--- config.mk ---
export PLATFORM = sky130hd
export DESIGN_NAME = usb_turnaround_timer
export DESIGN_NICKNAME = d
export VERILOG_FILES = /design/src/rtl/tat_pkg.sv /design/src/rtl/tat_line_qual.sv /design/src/rtl/tat_arm_ctrl.sv /design/src/rtl/tat_tick_counter.sv /design/src/rtl/usb_turnaround_timer.sv
export SDC_FILE = /design/constraint.sdc
export NUM_CORES = 1
export LEC_CHECK = 0
export ABC_AREA = 1
export BUFFER_PORTS_ARGS = -buffer_cell sky130_fd_sc_hd__buf_4
export CORE_AREA = 2 2 39 41
export DETAILED_ROUTE_END_ITERATION = 6
export DIE_AREA = 0 0 41 43
export GPL_TIMING_DRIVEN = 0
export PLACE_DENSITY = 0.61
export SETUP_SLACK_MARGIN = 0.2
export SLEW_MARGIN = 5
export SYNTH_ARGS = -nofsm -noshare
export SYNTH_HDL_FRONTEND = slang
export SYNTH_SLANG_ARGS = --single-unit
--- constraint.sdc ---
create_clock -name clk -period 1.4 [get_ports clk]
set_input_delay 0.14 -clock clk [delete_from_list [all_inputs] [get_ports clk]]
set_output_delay 0.14 -clock clk [all_outputs]
set_load 0.05 [all_outputs]
--- src/rtl/tat_pkg.sv ---
// Shared types for the turnaround timer.
// Assumes: nothing beyond IEEE 1800-2017 synthesizable subset.
package tat_pkg;

    // Arm state of the timer.
    typedef enum logic {
        TAT_IDLE  = 1'b0,
        TAT_ARMED = 1'b1
    } tat_state_e;

    // Bits needed to hold counts 0..limit inclusive.
    function automatic int unsigned cnt_width(input int unsigned limit);
        return (limit < 1) ? 1 : $clog2(limit + 1);
    endfunction

endpackage

--- src/rtl/tat_line_qual.sv ---
// Qualifies the raw line-side strobes for the timer.
// Produces the qualifying end-of-packet (one whose reply is due) and the
// bus-activity indication (line not idle).
// Assumes: inputs are already synchronous to clk.
module tat_line_qual (
    input  logic eop_strobe,
    input  logic resp_expected,
    input  logic line_idle,
    output logic eop_qual,
    output logic activity
);

    // Combine strobe and flag; invert idle into activity.
    always_comb begin
        eop_qual = eop_strobe & resp_expected;
        activity = ~line_idle;
    end

endmodule

--- src/rtl/tat_arm_ctrl.sv ---
// Arm/disarm control of the turnaround timer.
// Priority per cycle: qualifying EOP (re-arm) > bus activity (cancel) >
// tick at the limit (expire) > plain tick (count).
// Assumes: at_limit comes from the counter and means count == LIMIT.
module tat_arm_ctrl
    import tat_pkg::*;
(
    input  logic clk,
    input  logic rst_n,
    input  logic eop_qual,
    input  logic activity,
    input  logic bit_tick,
    input  logic at_limit,
    output logic armed,
    output logic cnt_clr,
    output logic cnt_inc,
    output logic expire
);

    tat_state_e state_q;
    tat_state_e state_d;

    // Next-state and counter command decode.
    always_comb begin
        state_d = state_q;
        cnt_clr = 1'b0;
        cnt_inc = 1'b0;
        expire  = 1'b0;
        if (eop_qual) begin
            state_d = TAT_ARMED;
            cnt_clr = 1'b1;
        end else if (state_q == TAT_ARMED) begin
            if (activity) begin
                state_d = TAT_IDLE;
                cnt_clr = 1'b1;
            end else if (bit_tick && at_limit) begin
                state_d = TAT_IDLE;
                cnt_clr = 1'b1;
                expire  = 1'b1;
            end else if (bit_tick) begin
                cnt_inc = 1'b1;
            end
        end
    end

    // State register with synchronous active-low reset.
    always_ff @(posedge clk) begin
        if (!rst_n) begin
            state_q <= TAT_IDLE;
        end else begin
            state_q <= state_d;
        end
    end

    // Expose the arm state.
    always_comb begin
        armed = (state_q == TAT_ARMED);
    end

endmodule

--- src/rtl/tat_tick_counter.sv ---
// Bit-time counter of the turnaround timer.
// Clears on command, increments on command, flags when it holds LIMIT.
// Assumes: the controller never increments past LIMIT.
module tat_tick_counter #(
    parameter int unsigned LIMIT = 16,
    parameter int unsigned CNT_W = 5
) (
    input  logic             clk,
    input  logic             rst_n,
    input  logic             clr,
    input  logic             inc,
    output logic [CNT_W-1:0] count,
    output logic             at_limit
);

    localparam logic [CNT_W-1:0] LIM_V = CNT_W'(LIMIT);

    logic [CNT_W-1:0] cnt_q;

    // Count register: clear has priority over increment.
    always_ff @(posedge clk) begin
        if (!rst_n) begin
            cnt_q <= '0;
        end else if (clr) begin
            cnt_q <= '0;
        end else if (inc) begin
            cnt_q <= cnt_q + 1'b1;
        end
    end

    // Limit compare and output.
    always_comb begin
        count    = cnt_q;
        at_limit = (cnt_q == LIM_V);
    end

endmodule

--- src/rtl/usb_turnaround_timer.sv ---
// USB bus turnaround timeout timer (top).
// Arms on an end-of-packet whose reply is due, counts full-speed bit ticks
// while the line stays idle, and emits a registered one-cycle pulse when more
// than LIMIT ticks elapse. Leaving idle first cancels silently.
// Assumes: bit_tick, eop_strobe, line_idle and resp_expected are synchronous
// one-clock-domain signals; bit_tick is at most one cycle wide per bit time.
module usb_turnaround_timer #(
    parameter int unsigned LIMIT = 16
) (
    input  logic clk,
    input  logic rst_n,
    input  logic bit_tick,
    input  logic eop_strobe,
    input  logic line_idle,
    input  logic resp_expected,
    output logic timeout_pulse
);

    localparam int unsigned CNT_W = tat_pkg::cnt_width(LIMIT);

    logic             eop_qual;
    logic             activity;
    logic             armed;
    logic             cnt_clr;
    logic             cnt_inc;
    logic             expire;
    logic             at_limit;
    logic [CNT_W-1:0] count_q;
    logic             pulse_q;

    tat_line_qual u_qual (
        .eop_strobe    (eop_strobe),
        .resp_expected (resp_expected),
        .line_idle     (line_idle),
        .eop_qual      (eop_qual),
        .activity      (activity)
    );

    tat_arm_ctrl u_ctrl (
        .clk      (clk),
        .rst_n    (rst_n),
        .eop_qual (eop_qual),
        .activity (activity),
        .bit_tick (bit_tick),
        .at_limit (at_limit),
        .armed    (armed),
        .cnt_clr  (cnt_clr),
        .cnt_inc  (cnt_inc),
        .expire   (expire)
    );

    tat_tick_counter #(
        .LIMIT (LIMIT),
        .CNT_W (CNT_W)
    ) u_cnt (
        .clk      (clk),
        .rst_n    (rst_n),
        .clr      (cnt_clr),
        .inc      (cnt_inc),
        .count    (count_q),
        .at_limit (at_limit)
    );

    // Register the expiry into the one-cycle timeout pulse.
    always_ff @(posedge clk) begin
        if (!rst_n) begin
            pulse_q <= 1'b0;
        end else begin
            pulse_q <= expire;
        end
    end

    assign timeout_pulse = pulse_q;

endmodule

[Yosys cells after proc, flatten, opt, wreduce, memory -nomap -nowiden]
Cells that the tools add are included.
Cells by class
  add/subtract/negate cells: 1
  equality and inequality tests: 1
  mux-type cells: 13
  bitwise logic cells: 4
  reductions and logical operators: 3
Operators by type and width (count)
  $mux W1: 13
  $add A5 B1 Y5 const B: 1
  $eq A5 B5 Y1 const B: 1
  $reduce_or A4 Y1: 1
  $not A1 Y1: 3
  $reduce_or A2 Y1: 1
  $and A1 B1 Y1: 1
  $logic_and A1 B1 Y1: 1
Storage, ports and cells
  register bits: 7
  input bits: 6
  logic and storage cells: 25

[Depth between registers and ports, before layout]
Gate-level depths: netlist of the first run.
  depth after elaboration: 7
  mapped depth: 10
  depth with buffers taken out: 10

[By module]
From an unflattened synthesis of the first run, not the netlist that was laid out.
Unflattened totals
  cell total of the unflattened synthesis: 56
  area total of the unflattened synthesis: 366.6 sq um
By module, submodules not included
  tat_tick_counter: instances 1, cells each 35, area an instance 247.7 sq um
  tat_arm_ctrl: instances 1, cells each 15, area an instance 80.1 sq um
  usb_turnaround_timer: instances 1, cells each 3, area an instance 27.5 sq um
  tat_line_qual: instances 1, cells each 3, area an instance 11.3 sq um

[Least setup slack after synthesis of the first run]
No wires, ideal clock.
  kind: reg2reg
  from: reg u_cnt.cnt_q[0], in the netlist u_cnt.count[0]
  to: reg u_cnt.cnt_q[3], in the netlist u_cnt.count[3]
  setup time: 109 ps
  arrival: 1076 ps
  path slack: 215 ps
  cell stages (with the launch flop): 11
  path buffers: 0
  cell sequence: dfxtp_1 > inv_1 > ha_1 > nand2_1 > inv_1 > nand2_2 > nand2_4 > nand2_1 > nand2_1 > nand2_1 > inv_1
On the way
  word-level cells in the longest chain between the ends: 7
  elaborated cells between the ends (all ways): 12
  classes of those cells: 1 x add/sub; 1 x eq/ne; 8 x mux; 2 x reduce/logical
Ends and longest elaborated chain
  start, declared: line tat_tick_counter.sv:18  | logic [CNT_W-1:0] cnt_q;
  start signal, assigned: line tat_tick_counter.sv:27  | cnt_q <= cnt_q + 1'b1;
  $eq A5 B5 Y1: line tat_tick_counter.sv:34  | at_limit = (cnt_q == LIM_V);
  $logic_and A1 B1 Y1: line tat_arm_ctrl.sv:36  | end else if (bit_tick && at_limit) begin
  $mux W1: line tat_arm_ctrl.sv:36
  $mux W1: line tat_arm_ctrl.sv:33  | if (activity) begin
  $mux W1: line tat_arm_ctrl.sv:32  | end else if (state_q == TAT_ARMED) begin
  $mux W1: line tat_arm_ctrl.sv:29  | if (eop_qual) begin
  $reduce_or A2 Y1 (no source line)
Parallel ways exist; a longest one is shown, timed or not.
A chain may end at the register's enable or synchronous reset.

[Final worst setup path of the first run]
  from: reg u_cnt.cnt_q[1], in the netlist u_cnt.count[1]
  to: reg u_cnt.cnt_q[1], in the netlist u_cnt.count[1]
Same word-level chain as after synthesis.

==> results of run 1 <==
## sequential cells by signal, summed over array words and instances (netlist names)
register / cells
u_cnt.count: 5
timeout_pulse: 1
u_ctrl.armed: 1
## layout make-up
cell class	instances	area, um^2
Sequential cell	7	144
Multi-Input combinational cell	52	344
Tap cell	16	20.0
Clock buffer	4	26.3
Buffer	1	11.3
Timing Repair Buffer	9	67.6
Fill cell	142	716
Inverter	14	55.1
## kinds of logic after synthesis
group / count (synthesis) / share of synthesized area
simple gates: 47 / 0.478
flops: 7 / 0.292
compound gates: 2 / 0.0261
fa+ha+maj: 2 / 0.0522
xor+xnor: 1 / 0.0183
buf+inv: 15 / 0.133
## worst paths after layout
| kind | slack, ns | from | depth (start not counted) | to |
|---|---|---|---|---|
| setup / recovery | 0.27 | u_cnt.count[1]$_SDFFE_PP0P_ | 9 | u_cnt.count[1]$_SDFFE_PP0P_ |
| hold / removal | 0.15 | rst_n | 2 | u_ctrl.armed$_SDFF_PN0_ |
| setup reg to reg | 0.27 | u_cnt.count[1]$_SDFFE_PP0P_ | 9 | u_cnt.count[1]$_SDFFE_PP0P_ |
| hold reg to reg | 0.53 | u_cnt.count[1]$_SDFFE_PP0P_ | 4 | u_cnt.count[1]$_SDFFE_PP0P_ |
## where the power goes
group          total [mW]  internal (mW)  switching, mW
Clock               0.191          0.109         0.0817
Sequential          0.205          0.202        0.00348
Combinational      0.0419         0.0189         0.0230
## per-layer routing
metal	GRT usage	routed length [um]	part of all wire	up-vias
li1	-	-	-	255
met1	0.155	474	0.49	205
met2	0.169	463	0.48	6
met3	0.0314	18	0.019	2
met4	0.100	14	0.014	0
met5	0	0	0	-
## cells in the final DEF, fill, tap and decap left out, drive strengths merged
cell / netlist / routed
nand2: 28 / 28
clkbuf: 0 / 4
nand3: 9 / 9
a21boi: 1 / 1
dfxtp: 7 / 7
buf: 1 / 10
xor2: 1 / 1
a21oi: 1 / 1
clkinv: 2 / 2
ha: 2 / 2
inv: 12 / 12
nor3: 1 / 1
nand4: 2 / 2
nor2: 7 / 7
## metrics by stage
step	util	instance area (um^2)	power, mW
after floorplan	-	479	0.224
after global placement	0.393	544	0.241
after detailed placement	0.393	544	0.242
after CTS	0.429	594	0.435
after global routing	0.483	668	0.465
final	0.483	668	0.438
## timing repair
| action | 4_1_cts | 5_1_grt |
|---|---|---|
| resized for setup | 4 | 17 |
| setup endpoints to repair | 5 | 5 |
| hold buffers | 0 | 0 |
| pin swaps | 1 | 5 |
| buffers inserted | 2 | 1 |
## synthesized netlist by cell type
cell type,instances,share of area
a21boi_1,1,0.016
a21oi_1,1,0.010
buf_6,1,0.023
clkinv_1,2,0.016
dfxtp_1,7,0.29
ha_1,2,0.052
inv_1,11,0.086
inv_2,1,0.0078
nand2_1,25,0.20
nand2_2,2,0.026
nand2_4,1,0.023
nand3_1,8,0.084
nand3_2,1,0.021
nand4_1,2,0.026
nor2_1,4,0.031
nor2_2,1,0.013
nor2_4,2,0.047
nor3_1,1,0.010
xor2_1,1,0.018
==> results_dict.tcl, run 1 <==
set metrics [dict create \
    rsz0062_at_grt "yes" \
    ir_drop_v 0.000374 \
    syn_avg_cell_area_um2 6.48 \
    clock_sinks 7 \
    synth_warnings 0 \
    syn_inst 74 \
    whs_ns 0.151 \
    start_util 0.346 \
    crit_family "simple AND/OR/NAND/NOR gates" \
    worstSkewPairLatency_ns 0.25 \
    drv_slew 0 \
    syn_to_final_growth_pct 39.4 \
    dieArea_um2 1760 \
    cp-start-kind "flip-flop" \
    drive_above_1_share 0.391 \
    dp_hpwl_um 656 \
    antenna_found_initial 0 \
    ys_ff_latch 7 \
    arrival_ns 1.28 \
    placementRows 14 \
    antenna_left 0 \
    hold_violations 0 \
    grt_max_degree 9 \
    drc_errors 0 \
    power_density_nw_per_um2 655 \
    fin_worst_skew_ns 0.00423 \
    clockBufferDepth 2 \
    vias_per_cell 4.54 \
    final_net_count 96 \
    critPathMaxStageDelay_ns 0.33 \
    worst_slew_pin_slew_ns 0.298 \
    crit_type "reg -> reg" \
    numCtsBuffers 3 \
    setup_slack_ns 0.269 \
    grt_pass1_vias 374 \
    cp_num_buf_inv 2 \
    dp_cells 96 \
    overflow 0 \
    crit_path_end_kind "flip-flop" \
    power_leakage_nw 0.313 \
    antennaDiodeCount 0 \
    syn_nets 82 \
    fin_cells 103 \
    port_buffers 6 \
    maxCapViolations 0 \
    drtIter0Drc 5 \
    htreeDepth 1 \
    die_h_um 43 \
    routabilityCongestion 0.774 \
    crit_path_top_delay_cell "dfxtp_2" \
    wl_per_cell_um 9.42 \
    fin_tns_setup_ns 0 \
    num_io_pins 7 \
    min_path_type "in -> reg" \
    grt_pass1_wl_um 1440 \
    finalSetupViolCount 0 \
    outcome "finished clean" \
    groute.usage.overall 0.124 \
    synth_area_um2 479 \
    cts_tree "yes" \
    vias 468 \
    cts-root-buf "clkbuf_4" \
    synth_cell_type_count 19 \
    dp_slack_ns 0.112 \
    routed_wl_um 970 \
    dieWidth_um 41 \
    firstDrtPassIters 4 \
    crit_fanout 3 \
    yosysSeqAreaShare 0.292 \
    fmax_ghz 0.884 \
    core_area_um2 1380 \
    required_ns 1.55 \
    period_minus_slack_ns 1.13 \
    period_share 0.808 \
    relSlewSlack 0.801 \
    clk_pin_slew_ns 0.06 \
    path_cells "inv_2, ha_4, nand2_4, inv_4, nand3_4, nand2_4, nand2_2, nand2_2, nor2_1" \
]
Power figures use the tool's default switching activity.
==> inputs of run 2 (changes only) <==
- PLACE_DENSITY: 0.61 -> 0.64
- clock period: 1.4 -> 1 ns (I/O delays scaled with it)
==> run 2 against run 1 <==
  * The run now ends with setup timing left
  * Count of clock-buffer cells in the layout did not move
  * Maximum frequency grew 0.89%
  * Cell area rose by 2.8%
  * First-iteration DRC count increased by 40%
  * Final cell count grew 1.9%
  * Utilization up 1.4 points
  * Sequential power up 39%
==> results_dict.tcl, run 2 (synthesis results as in run 1) <==
set metrics [dict create \
    cp-start-kind "flip-flop" \
    worstSkewPairLatency_ns 0.25 \
    outcome "finished, violations left" \
    whs_ns 0.0958 \
    num_io_pins 7 \
    hp-start "rst_n" \
    numCtsBuffers 3 \
    routabilityCongestion 0.730 \
    syn_to_final_growth_pct 43.3 \
    power_leakage_nw 0.320 \
    fin_cells 105 \
    arrival_ns 1.28 \
    worst_slew_pin_slew_ns 0.258 \
    antenna_left 0 \
    groute.usage.overall 0.139 \
    vias_per_cell 4.49 \
    dieArea_um2 1760 \
    die_h_um 43 \
    crit_fanout 5 \
    rsz0062_at_grt "yes" \
    ir_drop_v 0.000541 \
    clockPowerShare 0.434 \
    dp_cells 96 \
    ctsHoldBuffers 0 \
    drtIter0Drc 7 \
    clock_sinks 7 \
    maxCapViolations 0 \
    overflow 0 \
    firstDrtPassIters 4 \
    relSlewSlack 0.828 \
    power_frac_seq 0.474 \
    clk_pin_slew_ns 0.05 \
    critPathMaxStageDelay_ns 0.35 \
    drv_slew 0 \
    share_comb_of_total_power 0.092 \
    htreeDepth 1 \
    drc_errors 0 \
    grt_pass1_wl_um 1580 \
    r2r_start "u_cnt.count[1]$_SDFFE_PP0P_" \
    crit_path_end_kind "flip-flop" \
    grt_pass1_vias 432 \
    vias 471 \
    crit_type "reg -> reg" \
    hold_violations 0 \
    cts-root-buf "clkbuf_4" \
    violations "setup timing" \
    clockBufferDepth 2 \
    switching_share 0.236 \
    power_density_nw_per_um2 874 \
    switching_power_mw 0.142 \
    wl_per_cell_um 9.07 \
    setup_slack_ns -0.121 \
    crit_path_top_delay_cell "dfxtp_2" \
    cts_tree "yes" \
    path_cells "inv_2, ha_4, nand2_4, inv_4, nand2_4, nand2_4, nand2_1, nand2_1, nand2_1, inv_1" \
    final_net_count 98 \
    startpoint "u_cnt.count[1]$_SDFFE_PP0P_" \
    start_util 0.346 \
    fin_util 0.496 \
    min_path_type "in -> reg" \
    final_common_cell "nand2_1" \
    finalSetupViolCount 7 \
    routed_wl_um 952 \
    placementRows 14 \
    fin_worst_skew_ns 0.00197 \
    dp_hpwl_um 689 \
    layout_common_cells "nand2_1, buf_4, inv_1" \
    grt_max_degree 9 \
    required_ns 1.15 \
    drive_above_1_share 0.427 \
    largest_reg_flops 5 \
    core_area_um2 1380 \
    p_int_mw 0.458 \
    dieWidth_um 41 \
    antennaDiodeCount 0 \
    period_minus_slack_ns 1.12 \
    fmax_ghz 0.892 \
    period_share 1.12 \
    antenna_found_initial 0 \
    port_buffers 6 \
]
## run 2: changes by cell type in the layout (fill, tap and decap cells not counted), sizes merged
cell,change
buf,+2
## run 2: final cells by class
class,instances,area [um^2]
fillers,126,697
multi-input cells,52,334
flip-flops and latches,7,148
repair buffers,11,90.1
inverters,14,57.6
clock buffers,4,26.3
well taps,16,20.0
plain buffers,1,11.3
## run 2: repair_timing
action | in CTS | in global routing
endpoints found under the setup margin | 8 | 8
endpoints found under the hold margin | 0 | 0
pin swaps | 7 | 2
buffers inserted | 5 | 0
gates resized for setup | 9 | 5
## run 2: path summary, 6_finish.rpt
kind	end	slack (ns)	cells past startpoint
max	u_cnt.count[4]$_SDFFE_PP0P_	-0.12	10
min reg2reg	u_ctrl.armed$_SDFF_PN0_	0.50	2
max reg2reg	u_cnt.count[4]$_SDFFE_PP0P_	-0.12	10
min	u_ctrl.armed$_SDFF_PN0_	0.1	2
## run 2: power by group through the flow
stage               registers (mW)  clock network (mW)  logic [mW]
detailed placement           0.292                   0      0.0494
finish                       0.284               0.261      0.0551
global route                 0.284               0.285      0.0615
floorplan                    0.291                   0      0.0260
global placement             0.292                   0      0.0484
CTS                          0.284               0.264      0.0554
## run 2: routing by layer
metal  track usage  vias to the layer above  part of all wire
met3        0.0471                        5             0.024
li1              -                      258                 -
met2         0.213                        8              0.53
met1         0.139                      200              0.40
met5             0                        -                 0
met4         0.120                        0             0.042
## run 2: worst max-delay path: cells and delay by family, from the launching register on
family	cells	cell delay, ns
and+or+nand+nor	6	0.38
DFF	1	0.35
adders and majority gates	1	0.16
buffers and inverters	3	0.13
## run 2: metrics by stage
step / total power [mW] / instance area [um^2] / worst slack [ns] / TNS [ns]
2_1_floorplan: 0.317 / 505 / -0.0836 / -0.349
3_3_place_gp: 0.340 / 571 / -0.183 / -0.859
3_5_place_dp: 0.341 / 571 / -0.190 / -0.961
4_1_cts: 0.603 / 668 / -0.144 / -0.837
5_1_grt: 0.631 / 687 / -0.193 / -1.18
6_report: 0.600 / 687 / -0.121 / -0.707
